==> src/rtl/i2c_ptr_pkg.sv <==
package i2c_ptr_pkg;
  localparam int BYTE_W = 8;
  localparam int WORD_W = 16;

  typedef enum logic [2:0] {
    ST_IDLE,
    ST_ADDR,
    ST_ACKA,
    ST_WR,
    ST_ACKW,
    ST_RD,
    ST_ACKR
  } tgt_state_e;
endpackage

==> src/rtl/i2c_ptr_cond.sv <==
module i2c_ptr_cond #(
  parameter int SYNC_STAGES = 2
) (
  input  logic clk,
  input  logic rst_n,
  input  logic scl_i,
  input  logic sda_i,
  output logic scl_lvl,
  output logic sda_lvl,
  output logic scl_rise,
  output logic scl_fall,
  output logic start_det,
  output logic stop_det
);
  localparam int SH_W = SYNC_STAGES + 1;

  logic [SH_W-1:0] scl_sh_q, sda_sh_q;
  logic scl_prev, sda_prev;

  always_ff @(posedge clk or negedge rst_n) begin
    if (!rst_n) begin
      scl_sh_q <= '1;
      sda_sh_q <= '1;
    end else begin
      scl_sh_q <= {scl_sh_q[SH_W-2:0], scl_i};
      sda_sh_q <= {sda_sh_q[SH_W-2:0], sda_i};
    end
  end

  assign scl_lvl   = scl_sh_q[SYNC_STAGES-1];
  assign sda_lvl   = sda_sh_q[SYNC_STAGES-1];
  assign scl_prev  = scl_sh_q[SYNC_STAGES];
  assign sda_prev  = sda_sh_q[SYNC_STAGES];
  assign scl_rise  = scl_lvl & ~scl_prev;
  assign scl_fall  = ~scl_lvl & scl_prev;
  assign start_det = scl_lvl & scl_prev & ~sda_lvl & sda_prev;
  assign stop_det  = scl_lvl & scl_prev & sda_lvl & ~sda_prev;
endmodule

==> src/rtl/i2c_ptr_regs.sv <==
module i2c_ptr_regs #(
  parameter int NREG  = 4,
  parameter int PTR_W = 8,
  parameter int DAT_W = 16
) (
  input  logic             clk,
  input  logic             rst_n,
  input  logic             wr_en,
  input  logic [PTR_W-1:0] ptr,
  input  logic [DAT_W-1:0] wr_data,
  output logic [DAT_W-1:0] rd_data
);
  logic [DAT_W-1:0] mem_q [NREG];
  logic [NREG-1:0]  hit;

  for (genvar g = 0; g < NREG; g++) begin : g_dec
    assign hit[g] = (ptr == PTR_W'(g));
  end

  always_ff @(posedge clk or negedge rst_n) begin
    if (!rst_n) begin
      for (int i = 0; i < NREG; i++) mem_q[i] <= '0;
    end else begin
      for (int i = 0; i < NREG; i++) begin
        if (wr_en && hit[i]) mem_q[i] <= wr_data;
      end
    end
  end

  always_comb begin
    rd_data = '0;
    for (int i = 0; i < NREG; i++) begin
      if (hit[i]) rd_data = mem_q[i];
    end
  end

  AST_ONE_HIT: assert property (@(posedge clk) disable iff (!rst_n)
    $onehot0(hit));
endmodule

==> src/rtl/i2c_ptr_fsm.sv <==
module i2c_ptr_fsm
  import i2c_ptr_pkg::*;
#(
  parameter logic [6:0] TADDR = 7'h48
) (
  input  logic              clk,
  input  logic              rst_n,
  input  logic              scl_lvl,
  input  logic              sda_lvl,
  input  logic              scl_rise,
  input  logic              scl_fall,
  input  logic              start_det,
  input  logic              stop_det,
  input  logic [WORD_W-1:0] rd_data,
  output logic [BYTE_W-1:0] ptr,
  output logic              wr_en,
  output logic [WORD_W-1:0] wr_data,
  output logic              sda_oe
);
  tgt_state_e        st_q, st_d;
  logic [3:0]        cnt_q, cnt_d;
  logic [BYTE_W-1:0] sh_q, sh_d, tx_q, tx_d, ptr_q, ptr_d, hi_q, hi_d;
  logic [1:0]        wph_q, wph_d;
  logic              rw_q, rw_d, lo_q, lo_d, nack_q, nack_d, oe_q, oe_d;
  logic [BYTE_W-1:0] nxt_byte;

  assign nxt_byte = lo_q ? rd_data[7:0] : rd_data[15:8];
  assign wr_data  = {hi_q, sh_q};

  always_comb begin
    st_d = st_q; cnt_d = cnt_q; sh_d = sh_q; tx_d = tx_q; ptr_d = ptr_q;
    hi_d = hi_q; wph_d = wph_q; rw_d = rw_q; lo_d = lo_q; nack_d = nack_q;
    oe_d = oe_q; wr_en = 1'b0;
    if (stop_det) begin
      st_d = ST_IDLE; oe_d = 1'b0;
    end else if (start_det) begin
      st_d = ST_ADDR; cnt_d = '0; oe_d = 1'b0;
    end else begin
      unique case (st_q)
        ST_IDLE: ;
        ST_ADDR: begin
          if (scl_rise) begin
            sh_d = {sh_q[6:0], sda_lvl}; cnt_d = cnt_q + 4'd1;
          end else if (scl_fall && cnt_q == 4'd8) begin
            cnt_d = '0;
            if (sh_q[7:1] == TADDR) begin
              st_d = ST_ACKA; rw_d = sh_q[0]; oe_d = 1'b1;
            end else begin
              st_d = ST_IDLE;
            end
          end
        end
        ST_ACKA: begin
          if (scl_fall) begin
            if (rw_q) begin
              tx_d = rd_data[15:8]; lo_d = 1'b1; oe_d = ~rd_data[15]; st_d = ST_RD;
            end else begin
              oe_d = 1'b0; wph_d = 2'd0; st_d = ST_WR;
            end
          end
        end
        ST_WR: begin
          if (scl_rise) begin
            sh_d = {sh_q[6:0], sda_lvl}; cnt_d = cnt_q + 4'd1;
          end else if (scl_fall && cnt_q == 4'd8) begin
            cnt_d = '0; oe_d = 1'b1; st_d = ST_ACKW;
            case (wph_q)
              2'd0:    begin ptr_d = sh_q; wph_d = 2'd1; end
              2'd1:    begin hi_d = sh_q; wph_d = 2'd2; end
              default: begin wr_en = 1'b1; wph_d = 2'd1; end
            endcase
          end
        end
        ST_ACKW: begin
          if (scl_fall) begin
            oe_d = 1'b0; st_d = ST_WR;
          end
        end
        ST_RD: begin
          if (scl_rise) begin
            cnt_d = cnt_q + 4'd1;
          end else if (scl_fall) begin
            if (cnt_q == 4'd8) begin
              cnt_d = '0; oe_d = 1'b0; st_d = ST_ACKR;
            end else begin
              tx_d = {tx_q[6:0], 1'b0}; oe_d = ~tx_q[6];
            end
          end
        end
        ST_ACKR: begin
          if (scl_rise) begin
            nack_d = sda_lvl;
          end else if (scl_fall) begin
            if (nack_q) begin
              st_d = ST_IDLE; oe_d = 1'b0;
            end else begin
              tx_d = nxt_byte; lo_d = ~lo_q; oe_d = ~nxt_byte[7]; st_d = ST_RD;
            end
          end
        end
        default: st_d = ST_IDLE;
      endcase
    end
  end

  always_ff @(posedge clk or negedge rst_n) begin
    if (!rst_n) begin
      st_q <= ST_IDLE; cnt_q <= '0; sh_q <= '0; tx_q <= '0; ptr_q <= '0;
      hi_q <= '0; wph_q <= '0; rw_q <= 1'b0; lo_q <= 1'b0; nack_q <= 1'b0;
      oe_q <= 1'b0;
    end else begin
      st_q <= st_d; cnt_q <= cnt_d; sh_q <= sh_d; tx_q <= tx_d; ptr_q <= ptr_d;
      hi_q <= hi_d; wph_q <= wph_d; rw_q <= rw_d; lo_q <= lo_d; nack_q <= nack_d;
      oe_q <= oe_d;
    end
  end

  assign ptr    = ptr_q;
  assign sda_oe = oe_q;

  AST_OE_RISE_SCL_LOW: assert property (@(posedge clk) disable iff (!rst_n)
    $rose(oe_q) |-> !scl_lvl);
  AST_IDLE_RELEASED: assert property (@(posedge clk) disable iff (!rst_n)
    (st_q == ST_IDLE) |-> !oe_q);
  AST_ACK_HELD: assert property (@(posedge clk) disable iff (!rst_n)
    (st_q == ST_ACKA || st_q == ST_ACKW) |-> oe_q);
  AST_WRITE_ACKED: assert property (@(posedge clk) disable iff (!rst_n)
    wr_en |=> (oe_q && st_q == ST_ACKW));
  AST_START_REARMS: assert property (@(posedge clk) disable iff (!rst_n)
    (start_det && !stop_det) |=> (st_q == ST_ADDR && cnt_q == 4'd0));
endmodule

==> src/rtl/i2c_ptr_target.sv <==
module i2c_ptr_target
  import i2c_ptr_pkg::*;
#(
  parameter logic [6:0] TADDR       = 7'h48,
  parameter int         NREG        = 4,
  parameter int         SYNC_STAGES = 2
) (
  input  logic clk,
  input  logic rst_n,
  input  logic scl_i,
  input  logic sda_i,
  output logic sda_oe
);
  logic [1:0] rst_sync_q;
  logic       rst_n_int;

  always_ff @(posedge clk or negedge rst_n) begin
    if (!rst_n) rst_sync_q <= 2'b00;
    else        rst_sync_q <= {rst_sync_q[0], 1'b1};
  end
  assign rst_n_int = rst_sync_q[1];

  logic scl_lvl, sda_lvl, scl_rise, scl_fall, start_det, stop_det;
  logic wr_en;
  logic [BYTE_W-1:0] ptr;
  logic [WORD_W-1:0] wr_data, rd_data;

  i2c_ptr_cond #(.SYNC_STAGES(SYNC_STAGES)) u_cond (
    .clk(clk), .rst_n(rst_n_int), .scl_i(scl_i), .sda_i(sda_i),
    .scl_lvl(scl_lvl), .sda_lvl(sda_lvl), .scl_rise(scl_rise),
    .scl_fall(scl_fall), .start_det(start_det), .stop_det(stop_det)
  );

  i2c_ptr_regs #(.NREG(NREG), .PTR_W(BYTE_W), .DAT_W(WORD_W)) u_regs (
    .clk(clk), .rst_n(rst_n_int), .wr_en(wr_en), .ptr(ptr),
    .wr_data(wr_data), .rd_data(rd_data)
  );

  i2c_ptr_fsm #(.TADDR(TADDR)) u_fsm (
    .clk(clk), .rst_n(rst_n_int), .scl_lvl(scl_lvl), .sda_lvl(sda_lvl),
    .scl_rise(scl_rise), .scl_fall(scl_fall), .start_det(start_det),
    .stop_det(stop_det), .rd_data(rd_data), .ptr(ptr), .wr_en(wr_en),
    .wr_data(wr_data), .sda_oe(sda_oe)
  );
endmodule

==> config.mk <==
export PLATFORM = sky130hd
export DESIGN_NAME = i2c_ptr_target
export DESIGN_NICKNAME = d
export VERILOG_FILES = /design/src/rtl/i2c_ptr_pkg.sv /design/src/rtl/i2c_ptr_cond.sv /design/src/rtl/i2c_ptr_regs.sv /design/src/rtl/i2c_ptr_fsm.sv /design/src/rtl/i2c_ptr_target.sv
export SDC_FILE = /design/constraint.sdc
export NUM_CORES = 1
export LEC_CHECK = 0
export BUFFER_PORTS_ARGS = -buffer_cell sky130_fd_sc_hd__buf_4
export CORE_AREA = 5 5 82 159
export CTS_CLUSTER_DIAMETER = 80
export CTS_CLUSTER_SIZE = 25
export DETAILED_ROUTE_END_ITERATION = 8
export DIE_AREA = 0 0 87 164
export GPL_ROUTABILITY_DRIVEN = 0
export PLACE_DENSITY = 0.73
export SKIP_LAST_GASP = 1
export SYNTH_ARGS = -nofsm -noshare
export SYNTH_HDL_FRONTEND = slang
export SYNTH_SLANG_ARGS = --single-unit
==> constraint.sdc <==
create_clock -name clk -period 9.5 [get_ports clk]
set_input_delay 1.425 -clock clk [delete_from_list [all_inputs] [get_ports clk]]
set_output_delay 1.425 -clock clk [all_outputs]
set_load 0.03 [all_outputs]
==> run_results.csv <==
group,metric,value,unit
outcome,status,"finished, final reports clean",
timing,max_slew.worst_pin.slew,1.11,ns
timing,finalSetupViolations,0,
floorplanning,dieArea,14300,sq um
synthesis,ys_async_sr_fraction,100,%
cts,cts.hold.buffers_added,0,
cts,htreeDepth,4,
timing,drv_slew,0,
worst_setup_path,crit_fanout,16,
worst_setup_path,crit_chain,"inv_1 -> ha_1 -> nand2b_2 -> nor2_4 -> nand3_4 -> nor3_4 -> mux2_2",
synthesis,synth_edf_count,0,
route,vias_per_cell,6.01,
worst_setup_path,arrival,3.17,ns
synthesis,synth_compound_area_share,5.73,%
synthesis,synthAdderAreaFrac,1.29,%
worst_setup_path,critPathSlowestCell,"nor3_4",
synthesis,netlist_instances,393,
synthesis,synth_area,5640,sq um
cts,cts_setup_buffers,0,
worst_setup_path,worst-path-buf-inv,1,
cts,cts_root_buf,"clkbuf_16",
grt,antenna_found_initial,0,
flow_run,drv_cap,0,
synthesis,yosysUniqueCellTypes,63,
route,avgRoutedWirePerCell,21.1,um
hold_path,hold_path.class,"reg -> async",
grt,grt_pass1_vias,3798,
power,powerDensity,193,nW/um^2
synthesis,synth_top_family_by_area,"multiplexers",
route,drtIter0Drc,198,
cts,cts_buffer_depth,2,
grt,grt_pass1_wl,20000,um
synthesis,postSynthAreaPerCell,14.3,sq um
timing,whs,0.248,ns
place,preCtsSetupSlack,6.65,ns
floorplanning,row_count,56,
timing,finalSetupTns,0,ns
synthesis,synth_top_area_share,48.8,%
cts,cts_tree,"done",
worst_setup_path,cp_num_cells,7,
power,power.leakage,2.94,nW
route,drtAntennaViolNets,0,
timing,timing.final.crit_share,30.2,%
worst_setup_path,crit_path_end_kind,"register",
timing,rsz0062_at_grt,"false",
worst_setup_path,crit_type,"reg -> reg",
finish,final_area,6370,sq um
route,wirelength,11800,um
timing,setup_ws,6.63,ns
cts,ctsResizeCount,0,
floorplanning,initial_utilization,48.2,%
floorplanning,io_pins,5,
timing,clock.fmax,0.349,GHz
worst_setup_path,max_stage_delay,0.94,ns
power,vdd_ir_drop_max,151,uV
timing,skew,0.0160,ns
worst_setup_path,startpoint_type,"register",
grt,track_usage,18.8,%
synthesis,ys_seq_area_share,51.6,%
synthesis,ys.flop_type,"dfrtp_1",
place,numPortBuffers,4,
floorplanning,core-area,11700,sq um
grt,grt_overflow,0,
cts,cts_buffers,17,
place,placed_cell_area,5750,sq um
cts,clock_latency,0.42,ns
synthesis,yosys_warnings,0,
synthesis,synth_mux_area_share,29.0,%
synthesis,synth_xor_area_share,0.311,%
power,p_total,1.23,mW
route,firstDrtPassIters,5,
synthesis,yosys-top-cells-count,"110 x dfrtp_1, 51 x mux2_2, 30 x mux2_1",
route,drc,0,
place,hpwl,7930,um
grt,grt_max_degree,87,
floorplanning,die_w,87,um
finish,layout.nets,411,
synthesis,synth_top_area_cell,"dfrtp_1",
synthesis,synth_simple_gate_area_share,9.23,%
timing,hold_viol,0,
synthesis,synth_most_common_cell,"dfrtp_1",
floorplanning,die_y,164,um
timing,period_minus_slack,2.87,ns
cts,clk_pin_slew,0.06,ns
worst_setup_path,worstPathRequired,9.80,ns
synthesis,netlist_top_cells_area,"dfrtp_1 49%, mux2_2 10%, mux2_1 6.0%, mux4_2 6.0%, mux2_4 4.8%",
finish,area_delta_synth_final,13.0,%
worst_setup_path,r2r_cells,7,
route,dr_total_vias,3358,
synthesis,synth_seq_cells,116,
cts,clock_sinks,116,
worst_setup_path,cp_top_family,"simple AND/OR/NAND/NOR gates",
timing,slew_headroom,25.7,%
finish,num_antenna_cells,0,
synthesis,syn_nets,402,
finish,drive_gt1_share,34.3,%
==> layout make-up <==
type                       instances  area, sq um
fill                             905         5330
clock buffer                      19          443
multi-input combinational        252         2570
sequential                       116         2910
inverter                           9         33.8
timing repair buffer               6         45.0
tap                              145          181
clock inverter                    12          179
==> cells by family after synthesis <==
kind of cell / count (synthesis)
xor+xnor: 2
fa+ha+maj: 6
simple gates: 78
compound gates: 41
flops: 116
other cells: 1
buf+inv: 25
mux: 124
==> report_power, final <==
group          internal (mW)  leakage [nW]  switching [mW]
sequential             0.503          1.59          0.0182
clock                  0.444         0.295           0.227
combinational         0.0146          1.05          0.0234
==> flip-flops by register name, summed over array words and instances, names as in the netlist <==
signal / cells
u_regs.mem_q: 64
u_fsm.hi_q: 8
u_fsm.ptr: 8
u_fsm.sh_q: 8
u_fsm.tx_q: 7
u_fsm.cnt_q: 4
u_cond.scl_sh_q: 3
u_cond.sda_sh_q: 3
u_fsm.st_q: 3
rst_sync_q: 2
u_fsm.wph_q: 2
u_fsm.lo_q: 1
u_fsm.nack_q: 1
u_fsm.rw_q: 1
u_fsm.sda_oe: 1
==> final timing paths <==
check / startpoint / endpoint / slack (ns)
worst max-delay path: u_cond.scl_sh_q[2]$_DFF_PN1_ / u_regs.mem_q[36]$_DFFE_PN0P_ / 6.63
worst min-delay path: rst_sync_q[1]$_DFF_PN0_ / u_fsm.sh_q[6]$_DFFE_PN0P_ / 0.25
worst max register to register: u_cond.scl_sh_q[2]$_DFF_PN1_ / u_regs.mem_q[36]$_DFFE_PN0P_ / 6.63
worst min register to register: rst_sync_q[1]$_DFF_PN0_ / u_fsm.sh_q[6]$_DFFE_PN0P_ / 0.25
max in group asynchronous: rst_sync_q[1]$_DFF_PN0_ / u_fsm.tx_q[1]$_DFFE_PN0P_ / 7.86
min in group clk: rst_sync_q[0]$_DFF_PN0_ / rst_sync_q[1]$_DFF_PN0_ / 0.35
==> placed cells by master (no fill, tap or decap), types with 6 or more instances in the layout <==
cell type | synthesis | final
buf_4 | 1 | 6
nand4_1 | 6 | 6
mux2_1 | 30 | 30
inv_1 | 8 | 8
clkbuf_16 | 0 | 17
dfrtp_1 | 110 | 109
mux2_4 | 18 | 18
nand2_1 | 13 | 13
mux2_2 | 51 | 51
mux2i_1 | 9 | 9
a221o_1 | 7 | 7
dfstp_2 | 6 | 6
nor2_1 | 17 | 17
mux4_2 | 15 | 15
==> per-stage QoR <==
stage	cells	util (%)
after detailed placement	528	49.1
after CTS	559	54.4
final	559	54.4
after floorplan	393	-
after global placement	528	49.1
after global routing	559	54.4
==> routing by layer <==
metal | routed length (um) | vias up | global-route usage [%]
li1 | - | 1494 | -
met1 | 4280 | 1750 | 19.3
met2 | 6690 | 78 | 33.5
met3 | 359 | 36 | 4.82
met4 | 439 | 0 | 10.7
met5 | 0 | - | 0
(Power assumes the default switching activity.)
